## src/rtl/irq_level_arbiter.sv

```systemverilog
module irq_level_arbiter #(
  parameter int NUM_SRC = 20,
  parameter int LVL_W = 3,
  parameter logic [15:0] LVL_BASE = 16'h4306,
  parameter logic [15:0] EN_BASE = 16'h4320,
  parameter logic [15:0] PND_BASE = 16'h4324,
  localparam int VEC_W = $clog2(NUM_SRC)
) (
  input  logic               clk,
  input  logic               rst_n,
  input  logic               bus_sel,
  input  logic               bus_wr,
  input  logic [15:0]        bus_addr,
  input  logic [15:0]        bus_wdata,
  output logic [15:0]        bus_rdata,
  input  logic [NUM_SRC-1:0] irq_src,
  output logic               irq_req,
  output logic [VEC_W-1:0]   irq_vec,
  output logic [LVL_W-1:0]   irq_lvl,
  input  logic               irq_ack
);
  localparam int LVL_REGS = (NUM_SRC + 1) / 2;
  localparam int MASK_WORDS = (NUM_SRC + 15) / 16;

  logic [LVL_W-1:0]   lvl_q [NUM_SRC];
  logic [LVL_W-1:0]   lvl_n [NUM_SRC];
  logic [NUM_SRC-1:0] en_q, en_n, pend_q, pend_n;
  logic [15:0]        off_lvl, off_en, off_pnd;
  logic               hit_lvl, hit_en, hit_pnd, take_ack;
  logic               win_any;
  logic [VEC_W-1:0]   win_vec;
  logic [LVL_W-1:0]   win_lvl;

  assign off_lvl  = bus_addr - LVL_BASE;
  assign off_en   = bus_addr - EN_BASE;
  assign off_pnd  = bus_addr - PND_BASE;
  assign hit_lvl  = bus_sel && !off_lvl[0] && (off_lvl[15:1] < 15'(LVL_REGS));
  assign hit_en   = bus_sel && !off_en[0]  && (off_en[15:1]  < 15'(MASK_WORDS));
  assign hit_pnd  = bus_sel && !off_pnd[0] && (off_pnd[15:1] < 15'(MASK_WORDS));
  assign take_ack = irq_ack && irq_req;

  always_comb begin
    en_n   = en_q;
    pend_n = pend_q;
    for (int i = 0; i < NUM_SRC; i++) begin
      lvl_n[i] = lvl_q[i];
      if (hit_lvl && bus_wr && off_lvl[15:1] == 15'(i / 2))
        lvl_n[i] = bus_wdata[(i % 2) * 8 +: LVL_W];
      if (hit_en && bus_wr && off_en[15:1] == 15'(i / 16))
        en_n[i] = bus_wdata[i % 16];
      if (hit_pnd && bus_wr && off_pnd[15:1] == 15'(i / 16) && bus_wdata[i % 16])
        pend_n[i] = 1'b0;
      if (take_ack && irq_vec == VEC_W'(i))
        pend_n[i] = 1'b0;
      if (irq_src[i])
        pend_n[i] = 1'b1;
    end
  end

  always_comb begin
    win_any = 1'b0;
    win_vec = '0;
    win_lvl = '0;
    for (int i = NUM_SRC - 1; i >= 0; i--) begin
      if (pend_n[i] && en_n[i] && (!win_any || lvl_n[i] >= win_lvl)) begin
        win_any = 1'b1;
        win_vec = VEC_W'(i);
        win_lvl = lvl_n[i];
      end
    end
  end

  always_comb begin
    bus_rdata = '0;
    for (int i = 0; i < NUM_SRC; i++) begin
      if (hit_lvl && off_lvl[15:1] == 15'(i / 2))
        bus_rdata[(i % 2) * 8 +: LVL_W] = lvl_q[i];
      if (hit_en && off_en[15:1] == 15'(i / 16))
        bus_rdata[i % 16] = en_q[i];
      if (hit_pnd && off_pnd[15:1] == 15'(i / 16))
        bus_rdata[i % 16] = pend_q[i];
    end
  end

  always_ff @(posedge clk or negedge rst_n) begin
    if (!rst_n) begin
      for (int i = 0; i < NUM_SRC; i++) lvl_q[i] <= '0;
      en_q    <= '0;
      pend_q  <= '0;
      irq_req <= 1'b0;
      irq_vec <= '0;
      irq_lvl <= '0;
    end else begin
      lvl_q   <= lvl_n;
      en_q    <= en_n;
      pend_q  <= pend_n;
      irq_req <= win_any;
      irq_vec <= win_vec;
      irq_lvl <= win_lvl;
    end
  end
endmodule

```

## config.mk

```make
export PLATFORM = sky130hd
export DESIGN_NAME = irq_level_arbiter
export DESIGN_NICKNAME = d
export VERILOG_FILES = /design/src/rtl/irq_level_arbiter.sv
export SDC_FILE = /design/constraint.sdc
export NUM_CORES = 1
export LEC_CHECK = 0
export BUFFER_PORTS_ARGS = -buffer_cell sky130_fd_sc_hd__buf_2
export CAP_MARGIN = 20
export CORE_UTILIZATION = 40
export CTS_BUF_LIST = sky130_fd_sc_hd__clkbuf_4
export CTS_CLUSTER_SIZE = 8
export DETAILED_ROUTE_END_ITERATION = 12
export GPL_TIMING_DRIVEN = 0
export PLACE_DENSITY = 0.68
export SYNTH_ARGS = -nofsm -noshare
export SYNTH_HDL_FRONTEND = slang
export SYNTH_SLANG_ARGS = --single-unit
```

## constraint.sdc

```tcl
create_clock -name clk -period 34.8 [get_ports clk]
set_input_delay 6.96 -clock clk [delete_from_list [all_inputs] [get_ports clk]]
set_output_delay 6.96 -clock clk [all_outputs]
set_load 0.02 [all_outputs]
```

==> results.yml <==
placed_design:
  place.gp.congestion: 0.9981
  io_buffers: 77
  dp_slack_ns: -5.539
  dp_cells: 1515
  dpl.hpwl_um: 25060
sta:
  period_share_pct: 97.95
  slew_headroom_pct: 37.15
  hold_violations: 0
  hold_slack_ns: 0.5377
  period_needed_ns: 34.09
  clock.fmax_ghz: 0.02934
  finalMaxSlewViolations: 0
  setup-violations-final: 0
  fin_skew_ns: 0.04075
  worst_pin_slew_ns: 0.9350
  setup_slack_ns: 0.7142
drt:
  num_vias: 9806
  met3_length_um: 2575
  ant_nets: 0
  drcViolationCount: 0
  drt-wirelength-per-cell_um: 21.58
  top_layer_used: "met4"
  wl_met2_um: 15780
  dr.first_iter.drc_count: 944
  via_per_inst: 6.083
  drt-total-wl_um: 34790
  met1_length_um: 14470
  dr.pass1.iters: 7
synth:
  syn-num-nets: 1240
  yosys.cell_types.count: 96
  yosys_warnings: 0
  synth_edf_count: 0
  synthArstFlopShare_pct: 100.0
  ys_seq_elements: 109
  syn_area_per_cell_sq_um: 8.582
  synth_flop_cell: "dfrtp_1"
  synth_area_sq_um: 9578
  syn_inst: 1116
  seq_area_frac_synth_pct: 28.48
critical_path:
  start_kind: "primary input"
  worst_ep_required_time_ns: 35.29
  cpMaxStageDelayCell: "a2111o_1"
  arrival_ns: 34.58
  cp_max_fo: 10
  reg2reg_depth: 148
  rrSetupSlack_ns: 7.05
  cp-end-kind: "flop"
  worst_path_largest_cell_delay_ns: 0.49
  path_class: "in2reg"
  crit_top_cell: "a21o_1"
  path_buf_inv: 10
  worst-path-stages: 151
  critical_path.top_delay_family: "compound AO/OA/AOI/OAI gates"
pwr:
  p_per_area_nw_per_um2: 18.84
  ir_drop_v: 0.00001110
  leakagePower_nw: 5.750
clock_tree:
  tritoncts: "built"
  cts_made_buffers: 9
  cts_root_buf: "clkbuf_4"
  cts_buffer_depth: 2
  path_clk_slew_ns: 0.19
  cts_sinks: 109
  cts-hold-fix-buffers: 0
  h-tree-depth: 3
  clk_latency_ns: 0.57
floorplan:
  die_h_um: 156.7
  core_sq_um: 23470
  start_util_pct: 40.80
  chipWidth_um: 156.7
  ioPinCount: 82
  dieArea_sq_um: 24570
  rows: 56
cells_and_area:
  final_cells: 1612
  drive_above_1_share_pct: 32.61
  nets: 1410
  syn_to_final_growth_pct: 26.85
global_routing:
  grt_pass1_wl_um: 51370
  antenna_found_initial: 1
  grt_pass1_vias: 9230
  gr-total-overflow: 0
  grt_usage_pct: 27.65
  grt_max_degree: 65
worst_hold_path:
  hold_depth: 2
  hp-class: "reg2reg"
status:
  status: "finished clean"
flow_run:
  max-cap-violations: 0
[cell type report]
class                      count  area (sq um)
clock buffer                   9         67.56
antenna                        2         5.005
multi-input combinational    874          7231
clock inverter                 7         63.81
fill                        2117         11320
inverter                      84         320.3
sequential                   109          2728
buffer                        45         229.0
timing repair buffer         163          1106
tap                          319         399.1
[through the flow]
stage                     utilization (%)  area (sq um)  total power [W]  setup TNS, ns
after global routing                51.75         12150        0.0002350         -1.800
after global placement              44.15         10360        0.0001550         -38.02
after CTS                           47.11         11060        0.0002226              0
after floorplan                         -          9578        0.0001417              0
after detailed placement            44.36         10410        0.0001558         -41.22
final                               51.76         12150        0.0002288              0
[metal layers]
metal  up-vias  GRT usage, %
li1       4439             -
met1      4725         36.62
met2       509         43.94
met3       133         3.849
met4         0         13.87
met5         -             0
[worst paths after layout]
kind,start,endpoint
setup reg to reg,irq_vec[2],irq_vec[4]
max in group asynchronous,rst_n,en_q[17]
hold reg to reg,pend_q[5],pend_q[5]
hold / removal,pend_q[5],pend_q[5]
setup / recovery,bus_addr[8],irq_vec[4]
min in group asynchronous,rst_n,irq_vec[0]
[registers in the layout (all words and copies together) (netlist names)]
register,count
irq_lvl,3
pend_q,20
irq_req,1
lvl_q,60
irq_vec,5
en_q,20
[where the power goes]
group / total [W] / internal [W] / switching, W
Sequential: 0.000127 / 0.000127 / 0.00000000672
Combinational: 0.0000335 / 0.0000114 / 0.0000222
Clock: 0.0000685 / 0.0000162 / 0.0000523
Total: 0.000229 / 0.000154 / 0.0000745
[cells by family after synthesis]
family,after synthesis,synth area share [%]
muxes,113,12.57
buffers and inverters,133,5.382
AOI/OAI and AO/OA,299,23.12
DFF,109,28.48
and+or+nand+nor,391,21.33
adders and majority gates,67,8.752
xor gates and xnor gates,4,0.3658
[worst min-delay path, cell delays in order (launching register included)]
cell and delay [ns]:
dfrtp_1 0.40, a31oi_1 0.09, inv_1 0.04
[cells in the mapped netlist, drive strengths merged, types with 6 or more instances]
cell	n	area [sq um]
nand3	23	115.1
and3	9	56.30
and4	6	52.55
ha	67	838.3
nor2b	30	187.7
a31oi	19	118.9
nor2	77	289.0
a22oi	6	50.05
o22ai	6	43.79
nor3	26	140.1
clkbuf	38	142.6
a21o	26	195.2
o21ai	46	245.2
nand2b	25	163.9
o21a	10	75.07
buf	11	57.55
a22o	13	113.9
a21oi	68	344.1
a211oi	6	55.05
nor4	12	102.6
nand4	14	93.84
a21boi	8	63.81
inv	84	315.3
nand2	107	409.1
mux2i	61	614.3
and2	23	143.9
o311ai	6	70.08
dfrtp	109	2728
a31o	7	61.31
or2	10	62.56
a41oi	9	86.34
or4	6	45.04
mux2	52	589.3
[cell usage in the layout (no fill, tap or decap), drive strengths merged, types with 10 or more instances in the layout]
cell type,count
mux2i,61
a31oi,19
a21oi,68
mux2,52
nand2,107
dfrtp,109
nand2b,25
nor3,26
a22o,13
buf,174
o21a,10
a21o,26
clkbuf,43
nor2b,30
and2,23
nor2,77
inv,88
ha,67
nand3,23
nor4,12
nand4,14
o21ai,46
or2,10
[what timing repair did]
action / in CTS / in global routing
setup endpoints to repair: 8 / 8
pin swaps: 20 / 92
resized for setup: 61 / 165
setup buffers: 29 / 53
endpoints found under the hold margin: 0 / 0
Power figures use the tool's default switching activity.
